==> src/rtl/bju_pkg.sv <==
package bju_pkg;

   typedef enum logic [2:0] {
      OP_BEQ  = 3'd0,
      OP_BNE  = 3'd1,
      OP_JAL  = 3'd2,
      OP_JALR = 3'd3,
      OP_BLT  = 3'd4,
      OP_BGE  = 3'd5,
      OP_BLTU = 3'd6,
      OP_BGEU = 3'd7
   } bju_op_t;

   typedef struct packed {
      logic eq;
      logic lt_s;
      logic lt_u;
   } cmp_flags_t;

   function automatic logic op_is_jump(bju_op_t op);
      return (op == OP_JAL) || (op == OP_JALR);
   endfunction

endpackage

==> src/rtl/bju_compare.sv <==
module bju_compare
   import bju_pkg::*;
#(
   parameter int XLEN      = 32,
   parameter int CMP_STYLE = 0
) (
   input  logic [XLEN-1:0] a_i,
   input  logic [XLEN-1:0] b_i,
   output cmp_flags_t      flags_o
);
   localparam int MSB = XLEN - 1;

   generate
      if (CMP_STYLE == 0) begin : g_sub
         logic [XLEN:0] diff;
         always_comb begin
            diff          = {1'b0, a_i} - {1'b0, b_i};
            flags_o.eq    = (a_i == b_i);
            flags_o.lt_u  = diff[XLEN];
            flags_o.lt_s  = (a_i[MSB] ^ b_i[MSB]) ? a_i[MSB] : diff[XLEN];
         end
      end else begin : g_direct
         always_comb begin
            flags_o.eq    = (a_i == b_i);
            flags_o.lt_u  = (a_i < b_i);
            flags_o.lt_s  = ($signed(a_i) < $signed(b_i));
         end
      end
   endgenerate

   always_comb begin
      p_eq_excl_r1 : assert (!(flags_o.eq && (flags_o.lt_s || flags_o.lt_u)))
         else $error("equal operands reported as ordered");
      p_sign_split_r2 : assert ((flags_o.lt_s == flags_o.lt_u) || (a_i[MSB] != b_i[MSB]))
         else $error("signed and unsigned order differ with equal sign bits");
   end

endmodule

==> src/rtl/bju_target.sv <==
module bju_target #(
   parameter int XLEN = 32
) (
   input  logic [XLEN-1:0] pc_i,
   input  logic [XLEN-1:0] rs1_i,
   input  logic [XLEN-1:0] imm_i,
   input  logic            compressed_i,
   output logic [XLEN-1:0] seq_o,
   output logic [XLEN-1:0] pcrel_o,
   output logic [XLEN-1:0] regrel_o
);
   localparam logic [XLEN-1:0] STEP_C    = XLEN'(2);
   localparam logic [XLEN-1:0] STEP_W    = XLEN'(4);
   localparam logic [XLEN-1:0] EVEN_MASK = {{(XLEN-1){1'b1}}, 1'b0};

   logic [XLEN-1:0] reg_sum;

   always_comb begin
      seq_o    = pc_i + (compressed_i ? STEP_C : STEP_W);
      pcrel_o  = pc_i + imm_i;
      reg_sum  = rs1_i + imm_i;
      regrel_o = reg_sum & EVEN_MASK;
   end

endmodule

==> src/rtl/bju_resolve.sv <==
module bju_resolve
   import bju_pkg::*;
#(
   parameter int XLEN      = 32,
   parameter int REG_AW    = 5,
   parameter int CMP_STYLE = 0
) (
   input  logic [XLEN-1:0]   pc_i,
   input  logic [XLEN-1:0]   rs1_i,
   input  logic [XLEN-1:0]   rs2_i,
   input  logic [XLEN-1:0]   imm_i,
   input  logic [2:0]        op_i,
   input  logic              compressed_i,
   input  logic [REG_AW-1:0] rd_i,
   output logic              taken_o,
   output logic [XLEN-1:0]   next_pc_o,
   output logic              link_we_o,
   output logic [XLEN-1:0]   link_o,
   output logic              misalign_o
);
   generate
      if (XLEN < 4) begin : g_bad_xlen
         $error("bju_resolve: XLEN must be at least 4");
      end
      if (REG_AW < 1) begin : g_bad_aw
         $error("bju_resolve: REG_AW must be at least 1");
      end
      if ((CMP_STYLE != 0) && (CMP_STYLE != 1)) begin : g_bad_style
         $error("bju_resolve: CMP_STYLE must be 0 or 1");
      end
   endgenerate

   bju_op_t         op;
   cmp_flags_t      flags;
   logic            cond;
   logic [XLEN-1:0] seq_pc;
   logic [XLEN-1:0] pcrel;
   logic [XLEN-1:0] regrel;

   assign op = bju_op_t'(op_i);

   bju_compare #(
      .XLEN      (XLEN),
      .CMP_STYLE (CMP_STYLE)
   ) cmp_i (
      .a_i     (rs1_i),
      .b_i     (rs2_i),
      .flags_o (flags)
   );

   bju_target #(
      .XLEN (XLEN)
   ) tgt_i (
      .pc_i         (pc_i),
      .rs1_i        (rs1_i),
      .imm_i        (imm_i),
      .compressed_i (compressed_i),
      .seq_o        (seq_pc),
      .pcrel_o      (pcrel),
      .regrel_o     (regrel)
   );

   always_comb begin
      unique case (op)
         OP_BEQ:  cond = flags.eq;
         OP_BNE:  cond = !flags.eq;
         OP_BLT:  cond = flags.lt_s;
         OP_BGE:  cond = !flags.lt_s;
         OP_BLTU: cond = flags.lt_u;
         OP_BGEU: cond = !flags.lt_u;
         default: cond = 1'b1;
      endcase
   end

   always_comb begin
      taken_o   = cond;
      link_o    = seq_pc;
      link_we_o = op_is_jump(op) && (rd_i != '0);
      if (!cond)
         next_pc_o = seq_pc;
      else if (op == OP_JALR)
         next_pc_o = regrel;
      else
         next_pc_o = pcrel;
      misalign_o = taken_o && next_pc_o[0];
   end

   always_comb begin
      p_jalr_even_r5 : assert ((op != OP_JALR) || !next_pc_o[0])
         else $error("jalr target is odd");
      p_fallthru_r6 : assert (taken_o || (next_pc_o == link_o))
         else $error("not-taken next pc differs from sequential address");
      p_branch_nowr_r7 : assert (op_is_jump(op) || !link_we_o)
         else $error("branch requested a link write");
      p_link_step_r7 : assert (((link_o - pc_i) == XLEN'(2)) || ((link_o - pc_i) == XLEN'(4)))
         else $error("link is not the next sequential address");
      p_jump_taken_r8 : assert (!op_is_jump(op) || taken_o)
         else $error("jump reported as not taken");
      p_misalign_r9 : assert (!misalign_o || (taken_o && (op != OP_JALR)))
         else $error("misalign flag on a non-taken transfer or on jalr");
   end

endmodule

==> config.mk <==
export PLATFORM = sky130hd
export DESIGN_NAME = bju_resolve
export DESIGN_NICKNAME = d
export VERILOG_FILES = /design/src/rtl/bju_pkg.sv /design/src/rtl/bju_compare.sv /design/src/rtl/bju_target.sv /design/src/rtl/bju_resolve.sv
export SDC_FILE = /design/constraint.sdc
export NUM_CORES = 1
export LEC_CHECK = 0
export ABC_AREA = 1
export BUFFER_PORTS_ARGS = -buffer_cell sky130_fd_sc_hd__buf_2
export CAP_MARGIN = 20
export CORE_MARGIN = 5
export CORE_UTILIZATION = 50
export DETAILED_ROUTE_END_ITERATION = 7
export GPL_TIMING_DRIVEN = 0
export PLACE_DENSITY = 0.89
export SLEW_MARGIN = 20
export SYNTH_ARGS = -nofsm -noshare
export SYNTH_HDL_FRONTEND = slang
export SYNTH_SLANG_ARGS = --single-unit
==> constraint.sdc <==
create_clock -name vclk -period 4.15
set_input_delay 0.83 -clock vclk [all_inputs]
set_output_delay 0.83 -clock vclk [all_outputs]
set_load 0.01 [all_outputs]
==> run summary <==
hold path cells - 4
net load switching power - 0.000751 W
hold wc startpoint - rd_i[4]
pwr dens - 147 nW/µm²
Worst Max-Slew Pin Slew - 839 ps
Core Box Area - 13200 µm²
Seq Cell Count - 0
antenna fix cells - 0
Area growth, synth to finish - 19.1%
cts hold-fix bufs - 0
Sum Neg Setup Slack - 0 ps
Hold Path Class - primary input to primary output
Syn Nets - 1533
crit-path cells - buf_2 -> ha_1 -> a21oi_1 -> o21a_1 -> nand2_1 -> a21oi_1 -> nand2_1 -> nand2_1 -> nand2_1 -> a21oi_4 -> buf_12 -> clkbuf_4 -> nand3_1 -> nand2_1 -> buf_2
XOR/XNOR share of the synthesized area - 5.43%
post-synthesis adder-cell area fraction - 18.5%
worst-path maximum fanout - 10
# fillers - 1374
IO Count - 204
FF+latch area - 0 µm²
Syn Inst Count - 1298
DRC Markers - 0
Die W - 126 µm
sequential element share of the synthesized area - 0%
CP most frequent cell - nand2_1
1st-pass router iterations - 5
Die ar. - 15900 µm²
Vias - 9250
Synth Warn # - 0
chip height - 126 µm
VDD IR max - 0.0675 mV
status - finished, final reports clean
sequential share of power - 0%
Row Count - 42
syn_area_per_cell - 5.20 µm²
Routed Antenna Nets - 0
area fraction in compound gates after synthesis - 14.3%
# setup viols final - 0
largest net degree at the start of global routing - 11
Slew Viols, Final - 0
DRT iter0 DRCs - 952
CP peak stage delay - 340 ps
IO Port Bufs - 204
share of cells above drive strength 1 - 16.5%
area of the mapped netlist - 6750 µm²
largest family of logic cells by synthesized area - simple AND/OR/NAND/NOR gates
most numerous cell in the Yosys netlist - nand2_1
Crit-path slowest cell - ha_1
fin crit share - 96.5%
post-synth top area share - 24.2%
RSZ-0062 raised after global routing - false
first-pass GRT wire length - 41.2 mm
Via density - 5.50
mux contribution to synthesized area - 0.297%
Worst setup EP type - primary output
Max Clk Rate - 250 MHz
max-cap check violation count - 0
Max-slew headroom - 43.5%
Final Hold Vio Count - 0
multi-input logic area - 5930 µm²
number of distinct library cells after synthesis - 43
Commonest cells post-synth - nand2_1 (436), inv_1 (193), nand3_1 (139)
All-Layer GR Usage - 31.3%
Synth Area in Simple Gates - 49.2%
Int Pwr - 0.000433 W
DRT Wirelength - 26.6 mm
number of global-route vias before repair - 8574
per-cell routed wire length - 15.8 µm
initial antenna violation count - 1
Crit path required time - 3320 ps
clkbuf count - 0
Yosys top cell by area - nand2_1
GPL Wtd Cong - 1.02
CP Launch Type - primary input
Starting Density - 51.0%
Post-DP HPWL - 23.4 mm
top post-synthesis cells by area - nand2_1 (24%), ha_1 (18%), inv_1 (11%), nand3_1 (10%), nor2_1 (6.9%)
fin crit period - 4000 ps
combinational share of power - 100.0%
switching part of the total - 63.4%
# nets final - 1743
clock share of power - 0%
Leak Pwr - 4.81 nW
worst path arrival time - 3170 ps
overall power - 0.00118 W
critical path class - primary input to primary output
gr ovfl total - 0
Min-Delay Endpoint - link_we_o
==> power by group through the flow <==
stage | clock, W | sequential (W) | combinational, W
global route | 0 | 0 | 0.00130
floorplan | 0 | 0 | 0.000750
detailed placement | 0 | 0 | 0.00114
finish | 0 | 0 | 0.00118
global placement | 0 | 0 | 0.00113
CTS | 0 | 0 | 0.00115
==> layout make-up <==
cell class / instances / share of cell area, %
well taps: 176 / 2.74
repair buffers: 208 / 13.2
plain buffers: 15 / 1.17
multi-input cells: 1088 / 73.7
inverters: 195 / 9.13
==> stage by stage <==
stage | worst slack, ps | util (%) | hold slack (ps) | instances | area (µm²)
CTS | 48.4 | 60.4 | 1980 | 1678 | 7990
finish | 146 | 60.7 | 1970 | 1682 | 8040
global placement | 51.4 | 60.4 | 1970 | 1678 | 7990
global route | 28.7 | 60.7 | 1990 | 1682 | 8040
detailed placement | 78.4 | 60.4 | 1980 | 1678 | 7990
floorplan | 804 | - | 1730 | 1298 | 6750
==> worst max-delay path: cells and delay by family <==
family          cells  cell delay, ps
buf+inv             4             650
compound gates      4             670
fa+ha+maj           1             340
simple gates        6             650
==> layer usage <==
layer	track usage, %	vias up	wire [µm]
met5	0	-	7
met4	11.4	2	1270
met3	4.32	95	2700
met2	51.9	462	11800
met1	41.2	4050	10800
li1	-	4641	-
==> cell usage in the layout, fill, tap and decap left out, types with 3 or more instances in the layout <==
cell type	n
a21oi_1	88
o21bai_1	19
o21a_1	6
buf_4	7
inv_1	193
nor2_1	124
nand4_1	22
ha_1	95
nand2_1	436
nand3_2	4
or2_2	6
o21ai_0	38
nand3b_1	7
a21o_1	8
fa_1	3
nand3_1	138
xnor2_1	14
nand2_2	7
xor2_1	26
nor3_1	18
buf_2	207
nor4_1	5
clkbuf_1	5
==> worst max path at each step <==
| stage | start | end | slack, ps |
|---|---|---|---|
| floorplan | pc_i[1] | next_pc_o[27] | 800 |
| detailed placement | pc_i[0] | next_pc_o[14] | 80 |
| global placement | pc_i[0] | next_pc_o[14] | 50 |
| finish | rs1_i[31] | next_pc_o[17] | 150 |
| global route | pc_i[0] | next_pc_o[24] | 30 |
| CTS | pc_i[0] | next_pc_o[14] | 50 |
==> cell families (layout without fill, tap and decap cells) <==
group	after synthesis	in the layout
multiplexers	2	2
AND/OR/NAND/NOR	778	778
XOR/XNOR	41	41
AO/OA/AOI/OAI	169	169
buffers and inverters	210	418
adder cells (fa/ha/maj)	98	98
==> repair_timing <==
action                     4_1_cts  5_1_grt
setup endpoints to repair        0        6
resized for setup                0        3
setup buffers                    0        4
Note: power is estimated with default switching activity, not from simulation.
